[src/rtl/psar_phase_seq.sv]
module psar_phase_seq #(
  parameter int SAMP_CYC = 4,
  parameter int TMO      = 64
) (
  input  logic       clk,
  input  logic       rst,
  input  logic       conv_req,
  input  logic       sar1_done,
  input  logic       amp_done,
  input  logic       sara_done,
  input  logic       sarb_done,
  output logic       sar1_rst,
  output logic       sar1_start,
  output logic       sara_start,
  output logic       sarb_start,
  output logic       amp_clk,
  output logic       amp_sel,
  output logic [1:0] dac0_samp,
  output logic [1:0] dac0_hold,
  output logic [1:0] dac1_samp,
  output logic [1:0] dac1_hold,
  output logic       conv_valid,
  output logic       conv_dac
);

  localparam int LIM = (TMO > SAMP_CYC) ? TMO : SAMP_CYC;
  localparam int CW  = $clog2(LIM) + 1;

  typedef enum logic [3:0] {
    IDLE, CLR1, SAMP, GO1, WAIT1, AMPU, GOA, WAITA, AMPD, GOB, WAITB, DONE
  } st_t;

  st_t           st, st_n;
  logic [CW-1:0] cnt;
  logic          act;
  logic          waiting, expired, hold_up, hold_dn, samp;

  assign waiting = (st == WAIT1) || (st == AMPU) || (st == WAITA) ||
                   (st == AMPD)  || (st == WAITB);
  assign expired = waiting && (cnt == CW'(TMO - 1));

  always_comb begin
    st_n = st;
    case (st)
      IDLE:  if (conv_req) st_n = CLR1;
      CLR1:  st_n = SAMP;
      SAMP:  if (cnt == CW'(SAMP_CYC - 1)) st_n = GO1;
      GO1:   st_n = WAIT1;
      WAIT1: if (sar1_done) st_n = AMPU; else if (expired) st_n = IDLE;
      AMPU:  if (amp_done)  st_n = GOA;  else if (expired) st_n = IDLE;
      GOA:   st_n = WAITA;
      WAITA: if (sara_done) st_n = AMPD; else if (expired) st_n = IDLE;
      AMPD:  if (amp_done)  st_n = GOB;  else if (expired) st_n = IDLE;
      GOB:   st_n = WAITB;
      WAITB: if (sarb_done) st_n = DONE; else if (expired) st_n = IDLE;
      DONE:  st_n = IDLE;
      default: st_n = IDLE;
    endcase
  end

  always_ff @(posedge clk) begin
    if (rst) begin
      st  <= IDLE;
      cnt <= '0;
      act <= 1'b0;
    end else begin
      st  <= st_n;
      cnt <= (st_n != st || st == IDLE) ? '0 : cnt + 1'b1;
      if (st == DONE) act <= ~act;
    end
  end

  assign samp       = (st == SAMP);
  assign hold_up    = (st == AMPU) || (st == GOA) || (st == WAITA);
  assign hold_dn    = (st == AMPD) || (st == GOB) || (st == WAITB);

  assign sar1_rst   = (st == CLR1);
  assign sar1_start = (st == GO1);
  assign sara_start = (st == GOA);
  assign sarb_start = (st == GOB);
  assign amp_clk    = (st == AMPU) || (st == AMPD);
  assign amp_sel    = (st == AMPD);
  assign dac0_samp  = {2{samp & ~act}};
  assign dac1_samp  = {2{samp &  act}};
  assign dac0_hold  = act ? 2'b00 : {hold_dn, hold_up};
  assign dac1_hold  = act ? {hold_dn, hold_up} : 2'b00;
  assign conv_valid = (st == DONE);
  assign conv_dac   = conv_valid & act;

  assert_clean_after_reset_R1: assert property (@(posedge clk)
    $past(rst) |-> !(sar1_rst || sar1_start || sara_start || sarb_start || amp_clk ||
                     conv_valid || (|dac0_samp) || (|dac0_hold) || (|dac1_samp) || (|dac1_hold)));

  assert_sara_after_amp_R3: assert property (@(posedge clk) disable iff (rst)
    $rose(sara_start) |-> $past(amp_done) && $past(amp_clk) && !$past(amp_sel));

  assert_sarb_after_amp_R4: assert property (@(posedge clk) disable iff (rst)
    $rose(sarb_start) |-> $past(amp_done) && $past(amp_sel));

  assert_amp_not_with_start_R4: assert property (@(posedge clk) disable iff (rst)
    amp_clk |-> !(sara_start || sarb_start || sar1_start));

  assert_valid_after_b_R5: assert property (@(posedge clk) disable iff (rst)
    conv_valid |-> $past(sarb_done) && !$past(conv_valid));

  assert_no_samp_hold_overlap_R6: assert property (@(posedge clk) disable iff (rst)
    !((|dac0_samp) && (|dac0_hold)) && !((|dac1_samp) && (|dac1_hold)));

  assert_one_dac_busy_R6: assert property (@(posedge clk) disable iff (rst)
    !(((|dac0_samp) || (|dac0_hold)) && ((|dac1_samp) || (|dac1_hold))));

  assert_watchdog_bound_R8: assert property (@(posedge clk) disable iff (rst)
    waiting |-> cnt < CW'(TMO));

endmodule

[config.mk]
export PLATFORM = sky130hd
export DESIGN_NAME = psar_phase_seq
export DESIGN_NICKNAME = d
export VERILOG_FILES = /design/src/rtl/psar_phase_seq.sv
export SDC_FILE = /design/constraint.sdc
export NUM_CORES = 1
export LEC_CHECK = 0
export BUFFER_PORTS_ARGS = -buffer_cell sky130_fd_sc_hd__buf_2
export CELL_PAD_IN_SITES_DETAIL_PLACEMENT = 1
export CELL_PAD_IN_SITES_GLOBAL_PLACEMENT = 2
export CORE_ASPECT_RATIO = 1.25
export CORE_MARGIN = 10
export CORE_UTILIZATION = 30
export CTS_BUF_LIST = sky130_fd_sc_hd__clkbuf_4 sky130_fd_sc_hd__clkbuf_8
export CTS_CLUSTER_DIAMETER = 150
export DETAILED_ROUTE_END_ITERATION = 8
export PLACE_DENSITY_LB_ADDON = 0.3
export SLEW_MARGIN = 5
export SYNTH_ARGS = -nofsm -noshare
export SYNTH_HDL_FRONTEND = slang
export SYNTH_SLANG_ARGS = --single-unit
[constraint.sdc]
create_clock -name clk -period 2.3 [get_ports clk]
set_input_delay 0.46 -clock clk [delete_from_list [all_inputs] [get_ports clk]]
set_output_delay 0.46 -clock clk [all_outputs]
set_load 0.02 [all_outputs]
* Yosys cells after proc, flatten, opt, wreduce, memory -nomap -nowiden *
Index checks and enable logic that the tools add are counted.

word-level totals
  bits in registers = 12
  latch bits = 0
  RAM bits = 0
  ROM bits = 0
  input bits = 7
  output and inout port bits = 16
  logic and storage cells = 46
  memories = 0

cells by class
  add/subtract/negate cells = 1
  multiply operators = 0
  divide/modulo/power cells = 0
  $lt $le $gt $ge = 0
  equal/unequal tests = 14
  shift operators = 0
  multiplexer cells = 11
  bitwise gates (word level) = 4
  reduce and logical (&&, ||, !) cells = 13

operators by type and width
  operator             number
  $pmux 4 s11          1
  $mux 4               8
  $eq 4x3->1 const B   4
  $eq 4x4->1 const B   4
  $logic_or 1x1->1     10
  $eq 4x2->1 const B   2
  $add 7x1->7 const B  1
  $eq 7x2->1 const B   1
  $eq 7x6->1 const B   1
  $eq 4x1->1 const B   1
  $logic_not 4->1      1
  $mux 2               2
  $ne 4x4->1           1
  $and 1x1->1          3
  $reduce_or 2->1      1
  $logic_and 1x1->1    1
  $not 1->1            1

* Logic depth before layout (Yosys ltp) *
Gate-level depths: netlist of run 1.

  word-level depth = 12
  mapped depth = 8
  depth with buffers taken out = 7

* Worst setup path before layout of run 1 *
Ideal clock, no wire load.

  kind = register -> output
  start = register st[2]
  end = output dac0_samp[1]
  arrival time = 1.801 ns
  required time = 1.840 ns
  path slack = 0.039 ns
  cell stages (with the launch flop) = 5
  buffers on the path = 2
  cells stage by stage = dfxtp_1 clkbuf_1 or2_2 nor4_1 buf_4

on the way
  longest elaborated chain between the ends = 2

ends and longest elaborated chain
  what                    RTL line  text
  start, declared         33        st_t st, st_n;
  start signal, assigned  67        st <= st_n;
  $eq 4x2->1              73        assign samp = (st == SAMP);
  $and 1x1->1             83        assign dac0_samp = {2{samp & ~act}};
  end, declared           18        output logic [1:0] dac0_samp,

Every way passes these cells.

* Worst setup path after layout of run 1 *
  start = register st[2]
  end = register cnt[3]

on the way
  longest elaborated chain between the ends = 12
  elaborated cells on any way between the ends = 28
  those cells by class = eq/ne (11); mux (9); reduce/logical (8)

ends and longest elaborated chain
  what                            RTL line  text
  $eq 4x3->1                      38, 44
  $logic_or 1x1->1 (3 in series)  38        assign waiting = (st == WAIT1) || (st == AMPU) || (st == WAITA) ||
  $logic_or 1x1->1                39        (st == AMPD) || (st == WAITB);
  $logic_and 1x1->1               40        assign expired = waiting && (cnt == CW'(TMO - 1));
  $mux 4                          n/a
  $mux 4 (on tied branches)       n/a
  $pmux 4 s11                     44        case (st)
  $ne 4x4->1                      68        cnt <= (st_n != st || st == IDLE) ? '0 : cnt + 1'b1;
  $logic_or 1x1->1 *              68
  $reduce_or 2->1 (no line) *     n/a
  end signal, assigned            68
  end, declared                   34        logic [CW-1:0] cnt;

Mark *: on every way between the ends. The rest lies on a longest branch, timed or not.
A chain may end at the register's enable or synchronous reset.

==> flow_metrics.env, run 1 <==
export IMPL_p_seq_share_pct=39.0
export IMPL_power_leakage_nw=0.523
export IMPL_ff2ff_path_depth=5
export IMPL_syn_inst=145
export IMPL_synth_fp_nets=153
export IMPL_syn_area_per_cell_um2=7.27
export IMPL_synth_area_leader_cell="dfxtp_1"
export IMPL_core_mm2=0.00342
export IMPL_netlist_area_mm2=0.00105
export IMPL_die_area_mm2=0.00630
export IMPL_swShare_pct=28.8
export IMPL_worstReg2RegStart="st[2]$_SDFF_PP0_"
export IMPL_max_slew_margin_pct=59.8
export IMPL_crit_type="flip-flop to flip-flop"
export IMPL_required_ns=2.43
export IMPL_cp_arrival_ns=2.29
export IMPL_firstDrtPassIters=4
export IMPL_drc=0
export IMPL_synth_top_area_share_pct=22.8
export IMPL_worst_r2r_setup_slack_ns=0.14
export IMPL_fmax_mhz=464
export IMPL_internal_power_mw=0.397
export IMPL_fin_tns_setup_ns=0
export IMPL_vias_per_cell=5.55
export IMPL_status="finished, final reports clean"
export IMPL_crit_end="cnt[3]$_SDFF_PP0_"
export IMPL_cap_violations=0
export IMPL_cts_sinks=12
export IMPL_area_growth_pct=23.0
export IMPL_p_sw_mw=0.160
export IMPL_synthArstFlopShare_pct=0
export IMPL_cts_buffers=3
export IMPL_vias=1166
export IMPL_setup_slack_ns=0.143
export IMPL_critPathMaxStageDelay_ns=0.61
export IMPL_grt_max_degree=15
export IMPL_cp_max_fo=14
export IMPL_post_place_ws_ns=0.0424
export IMPL_dieWidth_um=73.0
export IMPL_cpMaxStageDelayCell="dfxtp_1"
export IMPL_drive_above_1_share_pct=25.7
export IMPL_std_cell_rows=24
export IMPL_overflow=0
export IMPL_power_density_mw_per_mm2=430
export IMPL_p_comb_share_pct=15.6
export IMPL_synth_seq_cells=12
export IMPL_min_period_ns=2.16
export IMPL_root_buffer="clkbuf_8"
export IMPL_hpwl_um=3050
export IMPL_crit_start="st[2]$_SDFF_PP0_"
export IMPL_wirelength_um=3880
export IMPL_finalClockSkew_ns=0.00131
export IMPL_gp_congestion=0.864
export IMPL_clk_pin_slew_ns=0.06
export IMPL_setup_worst_path_start_class="flip-flop"
export IMPL_route_antenna_remaining_nets=0
export IMPL_diodes=0
export IMPL_worst_slew_pin_slew_ns=0.602
export IMPL_final_hold_violation_count=0
export IMPL_synth_edff_count=0
export IMPL_reg2reg_to="cnt[3]$_SDFF_PP0_"
export IMPL_finalSetupViolations=0
export IMPL_n_fill_cell=464
export IMPL_grt_pass1_vias=1228
export IMPL_finalNetCount=180
export IMPL_fin_crit_sh_pct=93.8
export IMPL_holdBufCountCts=0
export IMPL_clk_insertion_delay_late_ns=0.25
export IMPL_seq_area_frac_synth_pct=22.8
export IMPL_port_buffers=22
export IMPL_drtIter0Drc=86
export IMPL_vdd_drop_max_mv=0.235
export IMPL_rsz0062_at_grt="false"
export IMPL_clkPwrFrac_pct=45.3
export IMPL_synth_cell_types=46
export IMPL_io_pins=23
export IMPL_clk_path_buf_depth=2
export IMPL_grt_pass1_wl_um=6440
export IMPL_crit_chain="nand2b_1 > or3_1 > a211oi_1 > o32ai_2 > a2111oi_1"
export IMPL_synth_area_leaders="dfxtp_1 (23%), o21ai_0 (6.2%), a2111oi_1 (4.8%)"
export IMPL_initial_core_util_pct=30.8
export IMPL_drv_slew=0
export IMPL_cts_tree="yes"
export IMPL_track_usage_pct=12.9
export IMPL_antenna_found_initial=0
export IMPL_synth_flop_cell="dfxtp_1"
export IMPL_wire_per_inst_um=18.5
export IMPL_hold_class="input port to flip-flop"
export IMPL_cts_htree_levels=1
export IMPL_dieHeight_um=86.3
export IMPL_endpoint_kind="flip-flop"
export IMPL_ys_warn_count=0
metrics by stage:
step	hold slack (ns)	power, mW	util, %	std cells	instance area (µm²)
finish	0.404	0.557	37.9	210	1300
global route	0.415	0.581	37.9	210	1300
CTS	0.408	0.553	37.5	210	1280
detailed placement	0.575	0.309	35.9	206	1230
global placement	0.541	0.306	35.9	206	1230
floorplan	0.512	0.272	-	145	1050
timing repair:
action | CTS | global route
buffers inserted | 0 | 0
gates resized for setup | 0 | 3
endpoints found under the setup margin | 0 | 10
critical path, delay by kind of cell, from the launching register on:
kind            cells  cell delay, ns
compound gates      3            0.91
flops               1            0.61
simple gates        2            0.50
cell usage after synthesis, types with 3 or more instances:
| master | count |
|---|---|
| nor2_1 | 13 |
| clkbuf_1 | 4 |
| nor2b_1 | 7 |
| dfxtp_1 | 12 |
| nand3_1 | 7 |
| nand2_1 | 11 |
| a31oi_1 | 3 |
| o21ai_0 | 13 |
| inv_1 | 4 |
| a2111oi_1 | 5 |
| nand2b_1 | 6 |
| nor4_1 | 3 |
| a21oi_1 | 5 |
| a211oi_1 | 3 |
| and3_1 | 3 |
| buf_4 | 4 |
| nor3_1 | 4 |
| xnor2_1 | 4 |
power by group through the flow:
stage	logic, mW	registers (mW)	clock network (mW)
after CTS	0.0872	0.217	0.249
after detailed placement	0.0869	0.222	0
after floorplan	0.0558	0.216	0
after global placement	0.0847	0.221	0
after global routing	0.0972	0.218	0.266
final	0.0871	0.217	0.253
cell families (layout without fill, tap and decap cells):
group / after synthesis / count (layout) / share of synthesized area [%]
and+or+nand+nor: 70 / 70 / 36.5
AOI/OAI and AO/OA: 42 / 42 / 27.8
buffers and inverters: 14 / 40 / 6.53
DFF: 12 / 12 / 22.8
xor gates and xnor gates: 5 / 5 / 4.16
adders and majority gates: 1 / 1 / 1.19
muxes: 1 / 1 / 1.07
layout make-up:
| type | count | area (µm²) | area share, % |
|---|---|---|---|
| Multi-Input combinational cell | 119 | 754 | 58.2 |
| Sequential cell | 12 | 241 | 18.6 |
| Timing Repair Buffer | 31 | 178 | 13.7 |
| Clock buffer | 4 | 55.1 | 4.25 |
| Tap cell | 39 | 48.8 | 3.76 |
| Inverter | 5 | 18.8 | 1.45 |
worst min path at each step:
stage	slack, ns	to	cells after the start	from
2_1_floorplan	0.51	cnt[0]$_SDFF_PP0_	2	cnt[0]$_SDFF_PP0_
3_3_place_gp	0.54	cnt[0]$_SDFF_PP0_	2	cnt[0]$_SDFF_PP0_
3_5_place_dp	0.57	cnt[0]$_SDFF_PP0_	2	cnt[0]$_SDFF_PP0_
4_1_cts	0.41	act$_SDFFE_PP0P_	2	rst
5_1_grt	0.42	act$_SDFFE_PP0P_	2	rst
6_report	0.40	act$_SDFFE_PP0P_	2	rst
registers in the layout (all words and copies together), names as in the netlist:
| signal | flops |
|---|---|
| st | 4 |
| cnt | 7 |
| act | 1 |
per-layer routing:
metal  GRT usage [%]  part of all wire (%)  up-vias
li1                -                     -      587
met5               0                     0        -
met2            22.9                    54       12
met1            14.3                    41      559
met3            2.75                   2.8        8
met4            5.36                   1.8        0
placed cells by master, fill, tap and decap left out, drive strengths merged, types with 4 or more instances in the layout:
cell,n
dfxtp,12
nand2b,6
buf,31
nor3,4
nand2,11
clkbuf,4
nor2,13
inv,4
nand3,7
a21oi,5
xnor2,4
o21ai,14
a2111oi,5
nor2b,7
No activity file was read; power rests on OpenSTA's default activity.
==> inputs of run 2 (changes only) <==
- CORE_UTILIZATION: 30 -> 31
==> run 2 against run 1 <==
Non-clock buffer count increased by 3. Count of clock-buffer cells in the layout unchanged. Critical path depth decreased by 1. Largest power group unchanged. Clock skew increased by 0.0011 ns. Final cell count increased by 0.48%. Critical path type is now flip-flop to output port. Register-to-register slack improved by 0.04 ns. Final area increased by 1.1%.
==> flow_metrics.env, run 2 (same netlist as run 1, synthesis figures left out) <==
export IMPL_status="finished, final reports clean"
export IMPL_power_density_mw_per_mm2=428
export IMPL_min_period_ns=2.17
export IMPL_route_antenna_remaining_nets=0
export IMPL_port_buffers=22
export IMPL_power_leakage_nw=0.539
export IMPL_crit_type="flip-flop to output port"
export IMPL_finalClockSkew_ns=0.00246
export IMPL_rsz0062_at_grt="false"
export IMPL_clk_path_buf_depth=2
export IMPL_finalNetCount=183
export IMPL_area_growth_pct=24.3
export IMPL_drtIter0Drc=91
export IMPL_critPathMaxStageDelay_ns=0.42
export IMPL_grt_pass1_vias=1245
export IMPL_seqCellArea_um2=240
export IMPL_max_slew_margin_pct=64.8
export IMPL_overflow=0
export IMPL_largest_reg_flops=7
export IMPL_cp_max_fo=10
export IMPL_hold_class="input port to flip-flop"
export IMPL_dieWidth_um=72.1
export IMPL_cap_violations=0
export IMPL_drv_slew=0
export IMPL_track_usage_pct=13.2
export IMPL_hpwl_um=3240
export IMPL_firstDrtPassIters=4
export IMPL_wirelength_um=4070
export IMPL_critPathBufInv=2
export IMPL_clk_pin_slew_ns=0.06
export IMPL_grt_pass1_wl_um=6400
export IMPL_cts_htree_levels=1
export IMPL_final_util_pct=40.3
export IMPL_antenna_found_initial=0
export IMPL_fin_crit_sh_pct=94.2
export IMPL_gp_congestion=0.857
export IMPL_fmax_mhz=461
export IMPL_largest_register="cnt"
export IMPL_io_pins=23
export IMPL_final_hold_violation_count=0
export IMPL_cp_arrival_ns=1.71
export IMPL_worst_slew_pin_slew_ns=0.527
export IMPL_diodes=0
export IMPL_vias=1236
export IMPL_initial_core_util_pct=32.4
export IMPL_cts_sinks=12
export IMPL_drc=0
export IMPL_dieHeight_um=85.2
export IMPL_required_ns=1.84
export IMPL_multi_input_area_um2=749
export IMPL_drive_above_1_share_pct=25.9
export IMPL_place_area_mm2=0.00125
export IMPL_root_buffer="clkbuf_8"
export IMPL_finalSetupViolations=0
export IMPL_final_common_cell="buf_2"
export IMPL_endpoint_kind="output port"
export IMPL_critPathTopFamily="simple AND/OR/NAND/NOR gates"
export IMPL_setup_worst_path_start_class="flip-flop"
export IMPL_cts_tree="yes"
export IMPL_vias_per_cell=5.86
export IMPL_core_mm2=0.00325
export IMPL_cts_buffers=3
export IMPL_power_total_mw=0.561
export IMPL_n_fill_cell=436
export IMPL_top_regs="cnt: 7 flops, st: 4 flops, act: 1 flops"
export IMPL_std_cell_rows=23
export IMPL_layout_common_cells="buf_2 (22), nor2_1 (13), o21ai_0 (13)"
export IMPL_vdd_drop_max_mv=0.344
export IMPL_wire_per_inst_um=19.3
export IMPL_final_cell_area_mm2=0.00131
export IMPL_fin_tns_setup_ns=0
export IMPL_cpMaxStageDelayCell="dfxtp_1"
export IMPL_grt_max_degree=15
export IMPL_die_area_mm2=0.00614
export IMPL_clk_insertion_delay_late_ns=0.25
export IMPL_crit_chain="buf_4 > or2_2 > nor4_1 > buf_2"
run 2: report_power, final:
part / leakage, nW / internal, mW / switching [mW] / total (mW)
registers: 0.0969 / 0.211 / 0.00769 / 0.218
clock network: 0.0288 / 0.152 / 0.0995 / 0.252
logic: 0.414 / 0.0376 / 0.0536 / 0.0912
total: 0.539 / 0.400 / 0.161 / 0.561
run 2: final timing paths:
kind,start,endpoint,slack (ns),cells after the start
setup / recovery,st[2]$_SDFF_PP0_,dac0_samp[0],0.13,4
hold reg to reg,cnt[0]$_SDFF_PP0_,cnt[0]$_SDFF_PP0_,0.56,2
setup reg to reg,st[3]$_SDFF_PP0_,cnt[6]$_SDFF_PP0_,0.18,5
hold / removal,rst,act$_SDFFE_PP0P_,0.43,2
run 2: metal layers:
metal,vias to the layer above,global-route usage (%),wire [µm]
li1,595,-,-
met4,0,6.53,121
met2,24,22.9,2170
met5,-,0,0
met1,607,14.3,1670
met3,10,3.03,116
run 2: final cells by class:
cell class,count,area share (%)
well taps,37,3.53
flip-flops and latches,12,18.3
repair buffers,34,15.3
multi-input cells,119,57.2
inverters,5,1.43
clock buffers,4,4.20
run 2: repair_timing:
action,in CTS,in global routing
setup endpoints to repair,0,1
buffers inserted,0,0
resized for setup,0,1
endpoints found under the hold margin,0,0
hold buffers,0,0
run 2: per-stage QoR:
step	cells	setup WS (ns)	hold WS (ns)
floorplan	145	0.0385	0.512
global placement	207	0.291	0.536
detailed placement	207	0.208	0.538
CTS	211	0.117	0.418
global route	211	0.00332	0.420
finish	211	0.133	0.427
